`src/rtl/rrs_pkg.sv`:
```
package rrs_pkg;
    typedef enum logic {
        ST_READY   = 1'b0,
        ST_PENDING = 1'b1
    } slot_state_e;
endpackage

```
`src/rtl/rrs_slot.sv`:
```
module rrs_slot
    import rrs_pkg::*;
#(
    parameter int DATA_W = 32,
    parameter int TAG_W  = 4
) (
    input  logic              clk,
    input  logic              rst_n,
    input  logic              iss_hit,
    input  logic [TAG_W-1:0]  iss_tag,
    input  logic              bc_valid,
    input  logic [TAG_W-1:0]  bc_tag,
    input  logic [DATA_W-1:0] bc_data,
    output logic [DATA_W-1:0] slot_value,
    output logic [TAG_W-1:0]  slot_tag,
    output logic              slot_match
);
    slot_state_e       state_q, state_d;
    logic [TAG_W-1:0]  tag_q;
    logic [DATA_W-1:0] value_q;

    assign slot_match = (state_q == ST_PENDING) && bc_valid && (bc_tag == tag_q);

    always_comb begin
        state_d = state_q;
        unique case (state_q)
            ST_READY: begin
                if (iss_hit) state_d = ST_PENDING;          // ISSUE
            end
            ST_PENDING: begin
                if (iss_hit)         state_d = ST_PENDING;  // RETAG
                else if (slot_match) state_d = ST_READY;    // RESOLVE
            end
        endcase
    end

    always_ff @(posedge clk) begin
        if (!rst_n) state_q <= ST_READY;
        else        state_q <= state_d;
    end

    always_ff @(posedge clk) begin
        if (!rst_n) begin
            tag_q   <= '0;
            value_q <= '0;
        end else begin
            if (iss_hit)         tag_q <= iss_tag;
            else if (slot_match) tag_q <= '0;
            if (slot_match)      value_q <= bc_data;
        end
    end

    assign slot_value = value_q;
    assign slot_tag   = tag_q;

    AST_STATE_AGREES_TAG: assert property (@(posedge clk) disable iff (!rst_n)
        (state_q == ST_PENDING) == (tag_q != '0));
    AST_RESOLVE_WRITES: assert property (@(posedge clk) disable iff (!rst_n)
        (slot_match && !iss_hit) |=> (tag_q == '0) && (value_q == $past(bc_data)));
    AST_ISSUE_WINS: assert property (@(posedge clk) disable iff (!rst_n)
        iss_hit |=> (tag_q == $past(iss_tag)) && (state_q == ST_PENDING));
    AST_STALE_DROPPED: assert property (@(posedge clk) disable iff (!rst_n)
        (!iss_hit && !slot_match) |=> $stable(tag_q) && $stable(value_q));
endmodule

```
`src/rtl/rrs_rd_port.sv`:
```
module rrs_rd_port #(
    parameter int NREG   = 16,
    parameter int DATA_W = 32,
    parameter int TAG_W  = 4,
    localparam int IDX_W = $clog2(NREG)
) (
    input  logic [IDX_W-1:0]  rd_idx,
    input  logic [DATA_W-1:0] slot_value [NREG],
    input  logic [TAG_W-1:0]  slot_tag   [NREG],
    input  logic [NREG-1:0]   slot_match,
    input  logic [DATA_W-1:0] bc_data,
    output logic [DATA_W-1:0] rd_value,
    output logic [TAG_W-1:0]  rd_tag,
    output logic              rd_ready
);
    always_comb begin
        if (slot_match[rd_idx]) begin
            rd_value = bc_data;
            rd_tag   = '0;
            rd_ready = 1'b1;
        end else begin
            rd_value = slot_value[rd_idx];
            rd_tag   = slot_tag[rd_idx];
            rd_ready = (slot_tag[rd_idx] == '0);
        end
    end
endmodule

```
`src/rtl/rrs_rename_table.sv`:
```
module rrs_rename_table #(
    parameter int NREG   = 16,
    parameter int DATA_W = 32,
    parameter int TAG_W  = 4,
    localparam int IDX_W = $clog2(NREG)
) (
    input  logic              clk,
    input  logic              rst_n,
    input  logic [IDX_W-1:0]  rd_a_idx,
    output logic [DATA_W-1:0] rd_a_value,
    output logic [TAG_W-1:0]  rd_a_tag,
    output logic              rd_a_ready,
    input  logic [IDX_W-1:0]  rd_b_idx,
    output logic [DATA_W-1:0] rd_b_value,
    output logic [TAG_W-1:0]  rd_b_tag,
    output logic              rd_b_ready,
    input  logic              iss_valid,
    input  logic [IDX_W-1:0]  iss_dst,
    input  logic [TAG_W-1:0]  iss_tag,
    input  logic              bc_valid,
    input  logic [TAG_W-1:0]  bc_tag,
    input  logic [DATA_W-1:0] bc_data
);
    logic [DATA_W-1:0] slot_value [NREG];
    logic [TAG_W-1:0]  slot_tag   [NREG];
    logic [NREG-1:0]   slot_match;

    for (genvar gi = 0; gi < NREG; gi++) begin : g_slot
        logic hit;
        assign hit = iss_valid && (iss_dst == IDX_W'(gi));
        rrs_slot #(.DATA_W(DATA_W), .TAG_W(TAG_W)) slot_i (
            .clk        (clk),
            .rst_n      (rst_n),
            .iss_hit    (hit),
            .iss_tag    (iss_tag),
            .bc_valid   (bc_valid),
            .bc_tag     (bc_tag),
            .bc_data    (bc_data),
            .slot_value (slot_value[gi]),
            .slot_tag   (slot_tag[gi]),
            .slot_match (slot_match[gi])
        );
    end

    rrs_rd_port #(.NREG(NREG), .DATA_W(DATA_W), .TAG_W(TAG_W)) port_a_i (
        .rd_idx     (rd_a_idx),
        .slot_value (slot_value),
        .slot_tag   (slot_tag),
        .slot_match (slot_match),
        .bc_data    (bc_data),
        .rd_value   (rd_a_value),
        .rd_tag     (rd_a_tag),
        .rd_ready   (rd_a_ready)
    );

    rrs_rd_port #(.NREG(NREG), .DATA_W(DATA_W), .TAG_W(TAG_W)) port_b_i (
        .rd_idx     (rd_b_idx),
        .slot_value (slot_value),
        .slot_tag   (slot_tag),
        .slot_match (slot_match),
        .bc_data    (bc_data),
        .rd_value   (rd_b_value),
        .rd_tag     (rd_b_tag),
        .rd_ready   (rd_b_ready)
    );

    AST_ISSUE_TAG_NONZERO: assert property (@(posedge clk) disable iff (!rst_n)
        iss_valid |-> (iss_tag != '0));
    AST_BC_TAG_NONZERO: assert property (@(posedge clk) disable iff (!rst_n)
        bc_valid |-> (bc_tag != '0));
    AST_ISSUE_VISIBLE: assert property (@(posedge clk) disable iff (!rst_n)
        iss_valid |=> (slot_tag[$past(iss_dst)] == $past(iss_tag)));
    AST_READ_BYPASS_A: assert property (@(posedge clk) disable iff (!rst_n)
        (bc_valid && slot_tag[rd_a_idx] != '0 && slot_tag[rd_a_idx] == bc_tag)
        |-> (rd_a_ready && rd_a_value == bc_data && rd_a_tag == '0));
    AST_READ_PENDING_B: assert property (@(posedge clk) disable iff (!rst_n)
        (!bc_valid && slot_tag[rd_b_idx] != '0) |-> (!rd_b_ready && rd_b_tag == slot_tag[rd_b_idx]));
endmodule

```
`config.mk`:
```
export PLATFORM = sky130hd
export DESIGN_NAME = rrs_rename_table
export DESIGN_NICKNAME = d
export VERILOG_FILES = /design/src/rtl/rrs_pkg.sv /design/src/rtl/rrs_slot.sv /design/src/rtl/rrs_rd_port.sv /design/src/rtl/rrs_rename_table.sv
export SDC_FILE = /design/constraint.sdc
export NUM_CORES = 2
export LEC_CHECK = 0
export BUFFER_PORTS_ARGS = -buffer_cell sky130_fd_sc_hd__buf_2
export CORE_ASPECT_RATIO = 1.4
export CORE_MARGIN = 2
export CORE_UTILIZATION = 63
export DETAILED_ROUTE_END_ITERATION = 6
export PLACE_DENSITY = 0.78
export SLEW_MARGIN = 20
export SYNTH_ARGS = -nofsm -noshare
export SYNTH_HDL_FRONTEND = slang
export SYNTH_SLANG_ARGS = --single-unit
```
`constraint.sdc`:
```
create_clock -name clk -period 5.7 [get_ports clk]
set_input_delay 1.14 -clock clk [delete_from_list [all_inputs] [get_ports clk]]
set_output_delay 1.14 -clock clk [all_outputs]
set_load 0.02 [all_outputs]
```
Yosys cells after proc, flatten, opt, wreduce, memory -nomap -nowiden
Cells that the tools add are included.
{"block": "word_totals", "ff_bits": 592, "inputBits": 56, "out_inout_bits": 74}
{"block": "classes", "magnitude_cmp": 4, "n_eq_ne": 31, "n_mux": 118, "n_bitwise": 18, "reduce_logical": 67}
{"cell": "32-bit binary-select mux with 4-bit select", "n": 2}
{"cell": "32-bit two-way mux", "n": 6}
{"cell": "4-bit two-way mux", "n": 38}
{"cell": "4-bit equality test", "n": 16}
{"cell": "1-bit two-way mux", "n": 52}
{"cell": "1-bit logical AND", "n": 48}
{"cell": "4-bit binary-select mux with 4-bit select", "n": 2}
{"cell": "4-bit equality test (second input constant)", "n": 8}
{"cell": "1-bit one-hot mux with 2 select lines", "n": 16}
{"cell": "2-bit nonzero test", "n": 16}
{"cell": "4-bit by 3-bit equality test with 1-bit output (second input constant)", "n": 4}
{"cell": "1-bit inverter", "n": 16}
{"cell": "4-bit zero test", "n": 3}
{"cell": "5-bit greater-or-equal comparator (second input constant)", "n": 2}
{"cell": "4-bit by 5-bit < comparator with 1-bit output (second input constant)", "n": 2}
{"cell": "4-bit inverter with 5-bit output", "n": 2}
{"cell": "1-bit binary-select mux with 4-bit select", "n": 2}
{"cell": "4-bit by 2-bit equality test with 1-bit output (second input constant)", "n": 2}
{"cell": "4-bit by 1-bit equality test with 1-bit output (second input constant)", "n": 1}

Logic depth before layout (Yosys ltp)
{"block": "logic_depth", "word_depth": 6, "mapped_depth": 11, "ltp_nobuf": 7}

Modules after synthesis
Synthesis repeated with hierarchy kept, for this count alone.
{"block": "hier_totals", "cells_unflattened": 3247, "area_unflattened_um2": 34187.8}
{"mod": "rrs_slot", "n_inst": 16, "cells_each": 166, "area_per_inst_um2": 1508.9, "seq_area_each_um2": 740.7}
{"mod": "rrs_rd_port", "n_inst": 2, "cells_each": 284, "area_per_inst_um2": 4963.5, "seq_area_each_um2": 0.0}
{"mod": "rrs_rename_table", "n_inst": 1, "cells_each": 23, "area_per_inst_um2": 117.6, "seq_area_each_um2": 0.0}

Least setup slack after synthesis
OpenSTA, ideal clock, no wires.
{"block": "synth_timing", "path_kind": "input to output", "startpoint": "in bc_tag[3]", "endpoint": "out rd_b_value[10]", "arrival_ps": 3836, "path_slack_ps": 724, "stages": 9, "path_buffers": 3, "path_cell_list": "buf_2 > buf_2 > xor2_1 > or4b_1 > mux2_2 > mux4_2 > o22ai_4 > buf_6 > mux2_1"}
{"block": "synth_between", "elab_chain_cells": 5, "elab_cells_between_ends": 35, "cone_classes": "eq/ne (16); mux (3); reduce/logical (16)"}
{"item": "start: declaration", "line_no": "rrs_rename_table.sv:21", "text": "input logic [TAG_W-1:0] bc_tag,"}
{"item": "4-bit equality test", "line_no": "rrs_slot.sv:22", "text": "assign slot_match = (state_q == ST_PENDING) && bc_valid && (bc_tag == tag_q);"}
{"item": "1-bit logical AND", "line_no": "rrs_slot.sv:22"}
{"item": "1-bit binary-select mux with 4-bit select *", "line_no": "rrs_rd_port.sv:17", "text": "if (slot_match[rd_idx]) begin"}
{"item": "1-bit two-way mux (not written as such) *", "line_no": "rrs_rd_port.sv:17"}
{"item": "32-bit two-way mux *", "line_no": "rrs_rd_port.sv:17"}
{"item": "end: declaration", "line_no": "rrs_rename_table.sv:14", "text": "output logic [DATA_W-1:0] rd_b_value,"}
Every way passes the cells marked *; elsewhere a longest branch is shown, timed or not. The select of a mux whose other input is x is not followed.

Worst setup path in the final report
{"block": "layout_timing", "startpoint": "in bc_tag[0]", "endpoint": "out rd_a_value[19]"}
{"block": "layout_between", "elab_chain_cells": 5, "elab_cells_between_ends": 35, "cone_classes": "eq/ne (16); mux (3); reduce/logical (16)"}
{"item": "4-bit equality test", "line_no": "rrs_slot.sv:22"}
{"item": "1-bit logical AND", "line_no": "rrs_slot.sv:22"}
{"item": "1-bit binary-select mux with 4-bit select *", "line_no": "rrs_rd_port.sv:17"}
{"item": "1-bit two-way mux (not written as such) *", "line_no": "rrs_rd_port.sv:17"}
{"item": "32-bit two-way mux *", "line_no": "rrs_rd_port.sv:17"}
{"item": "end: declaration", "line_no": "rrs_rename_table.sv:10", "text": "output logic [DATA_W-1:0] rd_a_value,"}
Marked as above.

==> impl_metrics.ini <==
[layout]
final_common_cell = nand2_1
drive_above_1_share_pct = 22.86
fin_nets = 3144
seqCellArea_um2 = 11850
num-fill-cells = 3738
mostFrequentLayoutCells = nand2_1, dfxtp_1, a21boi_0
syn_to_final_growth_pct = 8.740
multi_input_area_um2 = 19460

[floorplan]
design.portCount = 130
die_w_um = 196.4
die_area_um2 = 53700
rows = 98
start_util_pct = 63.86
coreArea_um2 = 51130
die_h_um = 273.4

[logic_synthesis]
synth_flop_cell = dfxtp_1
ys_ff_latch = 592
synth-warning-count = 0
synth-compound-area-share_pct = 10.71
yosys-mux-area-fraction_pct = 32.20
ys_async_sr_fraction_pct = 0
synth-edff-count = 0
synth_simple_gate_area_share_pct = 15.19
synthCells = 3185
synth_top_family_by_area = multiplexers
yosysSeqAreaShare_pct = 36.29
synth_fp_nets = 3241
avgSynthCellArea_um2 = 10.25
synthesis.area_um2 = 32660
synthXorXnorAreaFrac_pct = 1.314
synthAdderAreaFrac_pct = 0
synth_cell_types = 52

[timing]
slew_headroom_pct = 25.45
maxSlewViolCount = 0
skew_ns = 0.01628
fmaxAchievable_mhz = 182.6
hold_viol = 0
worstMarginPinSlew_ns = 1.118
period_needed_ns = 5.477
worst_slack_ns = 0.2228
setup_tns_ns = 0
setup_viol = 0
fin_crit_sh_pct = 96.09
rsz0062_at_grt = false

[clock_tree]
clk_pin_slew_worst_paths_ns = 0.06
clk_latency_ns = 0.63
clockBufferDepth = 3
postCtsSetupBuffers = 0
cts_root_buf = clkbuf_16
clock-sinks = 592
cts_made_buffers = 58
cts_tree = done
h-tree-depth = 2
cts_resized = 0
ctsHoldBuffers = 0

[min_path]
min_from = g_slot[10].slot_i.slot_value[5]$_SDFFE_PN0P_
hp-class = reg -> reg

[global_route]
antenna_found_initial = 1
grt_pass1_wl_um = 151700
grt_max_degree = 216
overflow = 0
grt_pass1_vias = 26451
gr-usage-all-layers_pct = 37.00

[detailed_routing]
dr.pass1.iters = 6
drtAntennaViolNets = 0
met1_length_um = 35190
wl_met2_um = 48510
highest_layer = met4
routed-wl-met3_um = 8389
vias = 25640
drt_iter0_drc = 2436
post_drt_via_cell_ratio = 6.769
wl_per_cell_um = 26.14
drcViolationCount = 0
wl_um = 99010

[placement]
dp_hpwl_um = 57790
port_buffers = 129
place_ws_ns = 0.2915
gp_congestion = 0.9525

[pwr]
power-per-cell-area_nw_per_um2 = 250.5
ir_drop_mv = 0.2700
leakage_nw = 12.89

[job]
cap_violations = 0

[setup_path]
critPathLaunchType = primary input
reg2reg_to = g_slot[4].slot_i.slot_value[27]$_SDFFE_PN0P_
cp-endpoint = rd_a_value[19]
r2r-start = g_slot[4].slot_i.slot_tag[0]$_SDFFE_PN0P_
crit_type = in -> out
cp_max_fo = 38
cp-end-kind = output pin
reg2reg_slack_ns = 3.02
r2r.worst_path.cells = 5
worstPathRequired_ns = 4.56
cp-startpoint = bc_tag[0]
worstPathArrival_ns = 4.34

[status]
status = completed
==> final cells by class <==
class	count	area share, %
sequential	592	33.38
clock buffer	81	4.669
multi-input combinational	2230	54.79
timing repair buffer	188	3.679
clock inverter	27	0.9901
antenna	2	0.01409
inverter	18	0.1903
tap	650	2.290
==> layer usage <==
metal,vias up,track usage (%)
met4,0,23.39
met5,-,0
met1,12645,43.68
met3,439,5.964
met2,1450,63.12
li1,11106,-
==> sequential cells by signal, summed over array words and instances (netlist names) <==
name,count
g_slot.slot_i.state_q,16
g_slot.slot_i.slot_value,512
g_slot.slot_i.slot_tag,64
==> power breakdown <==
part,switching (mW),internal [mW]
Combinational,0.405,0.256
Clock,1.69,2.39
Sequential,0.0125,4.15
==> worst min path at each step <==
| stage | slack, ns | end | cells after the start |
|---|---|---|---|
| after detailed placement | 0.47 | g_slot[6].slot_i.slot_value[0]$_SDFFE_PN0P_ | 2 |
| final | 0.48 | g_slot[10].slot_i.slot_value[5]$_SDFFE_PN0P_ | 2 |
| after global routing | 0.50 | g_slot[7].slot_i.slot_value[16]$_SDFFE_PN0P_ | 2 |
| after CTS | 0.48 | g_slot[6].slot_i.slot_value[0]$_SDFFE_PN0P_ | 2 |
| after floorplan | 0.45 | g_slot[10].slot_i.slot_value[0]$_SDFFE_PN0P_ | 2 |
| after global placement | 0.46 | g_slot[10].slot_i.slot_value[7]$_SDFFE_PN0P_ | 2 |
==> per-stage QoR <==
| step | utilization, % | instances | total power [mW] | area, µm² | hold slack (ns) |
|---|---|---|---|---|---|
| 2_1_floorplan | - | 3185 | 4.724 | 32660 | 0.4501 |
| 3_3_place_gp | 65.51 | 3678 | 4.891 | 33490 | 0.4574 |
| 3_5_place_dp | 65.51 | 3678 | 4.901 | 33490 | 0.4687 |
| 4_1_cts | 69.44 | 3786 | 8.918 | 35500 | 0.4774 |
| 5_1_grt | 69.44 | 3787 | 9.120 | 35510 | 0.4982 |
| 6_report | 69.45 | 3788 | 8.893 | 35510 | 0.4764 |
==> Yosys cell counts, types with 2 or more instances <==
cell type / n / area [µm²]
buf_1: 52 / 195.2
o31ai_1: 2 / 15.01
a21boi_0: 416 / 3123
nand2_1: 785 / 2947
xnor2_1: 19 / 166.4
or4b_1: 3 / 30.03
o22ai_1: 6 / 37.54
clkbuf_1: 279 / 1047
and4_1: 8 / 70.07
mux2_2: 40 / 450.4
nand3_1: 75 / 375.4
nand3b_1: 3 / 22.52
or2_2: 5 / 31.28
mux2_1: 26 / 292.8
inv_1: 15 / 56.30
nand4_1: 12 / 75.07
and3_1: 4 / 25.02
nor3_1: 18 / 90.09
buf_2: 9 / 45.04
buf_6: 3 / 33.78
nor2b_1: 186 / 1164
dfxtp_1: 592 / 11850
buf_4: 2 / 15.01
nor2_1: 18 / 67.56
a21oi_1: 16 / 80.08
nor4_1: 2 / 12.51
nand2b_1: 2 / 12.51
mux2i_1: 164 / 1642
inv_2: 2 / 7.510
o2111ai_1: 2 / 17.52
xor2_1: 30 / 262.8
o211ai_1: 3 / 22.52
o311ai_0: 3 / 26.28
mux4_2: 361 / 8130
a222oi_1: 5 / 50.05
==> worst max-delay path, cell delays in order <==
cell and delay, ns:
buf_2 0.26, inv_2 0.11, a222oi_1 0.33, or4b_4 0.51, buf_4 0.45, nor3_1 0.24, o311ai_0 0.23, o211ai_4 0.21
buf_12 0.27, mux2_2 0.38, buf_2 0.16
==> cell families after synthesis <==
logic type,Yosys count
buffers and inverters,363
muxes,591
AOI/OAI and AO/OA,464
xor gates and xnor gates,49
DFF,592
and+or+nand+nor,1126
Note: power is estimated with default switching activity, not from simulation.
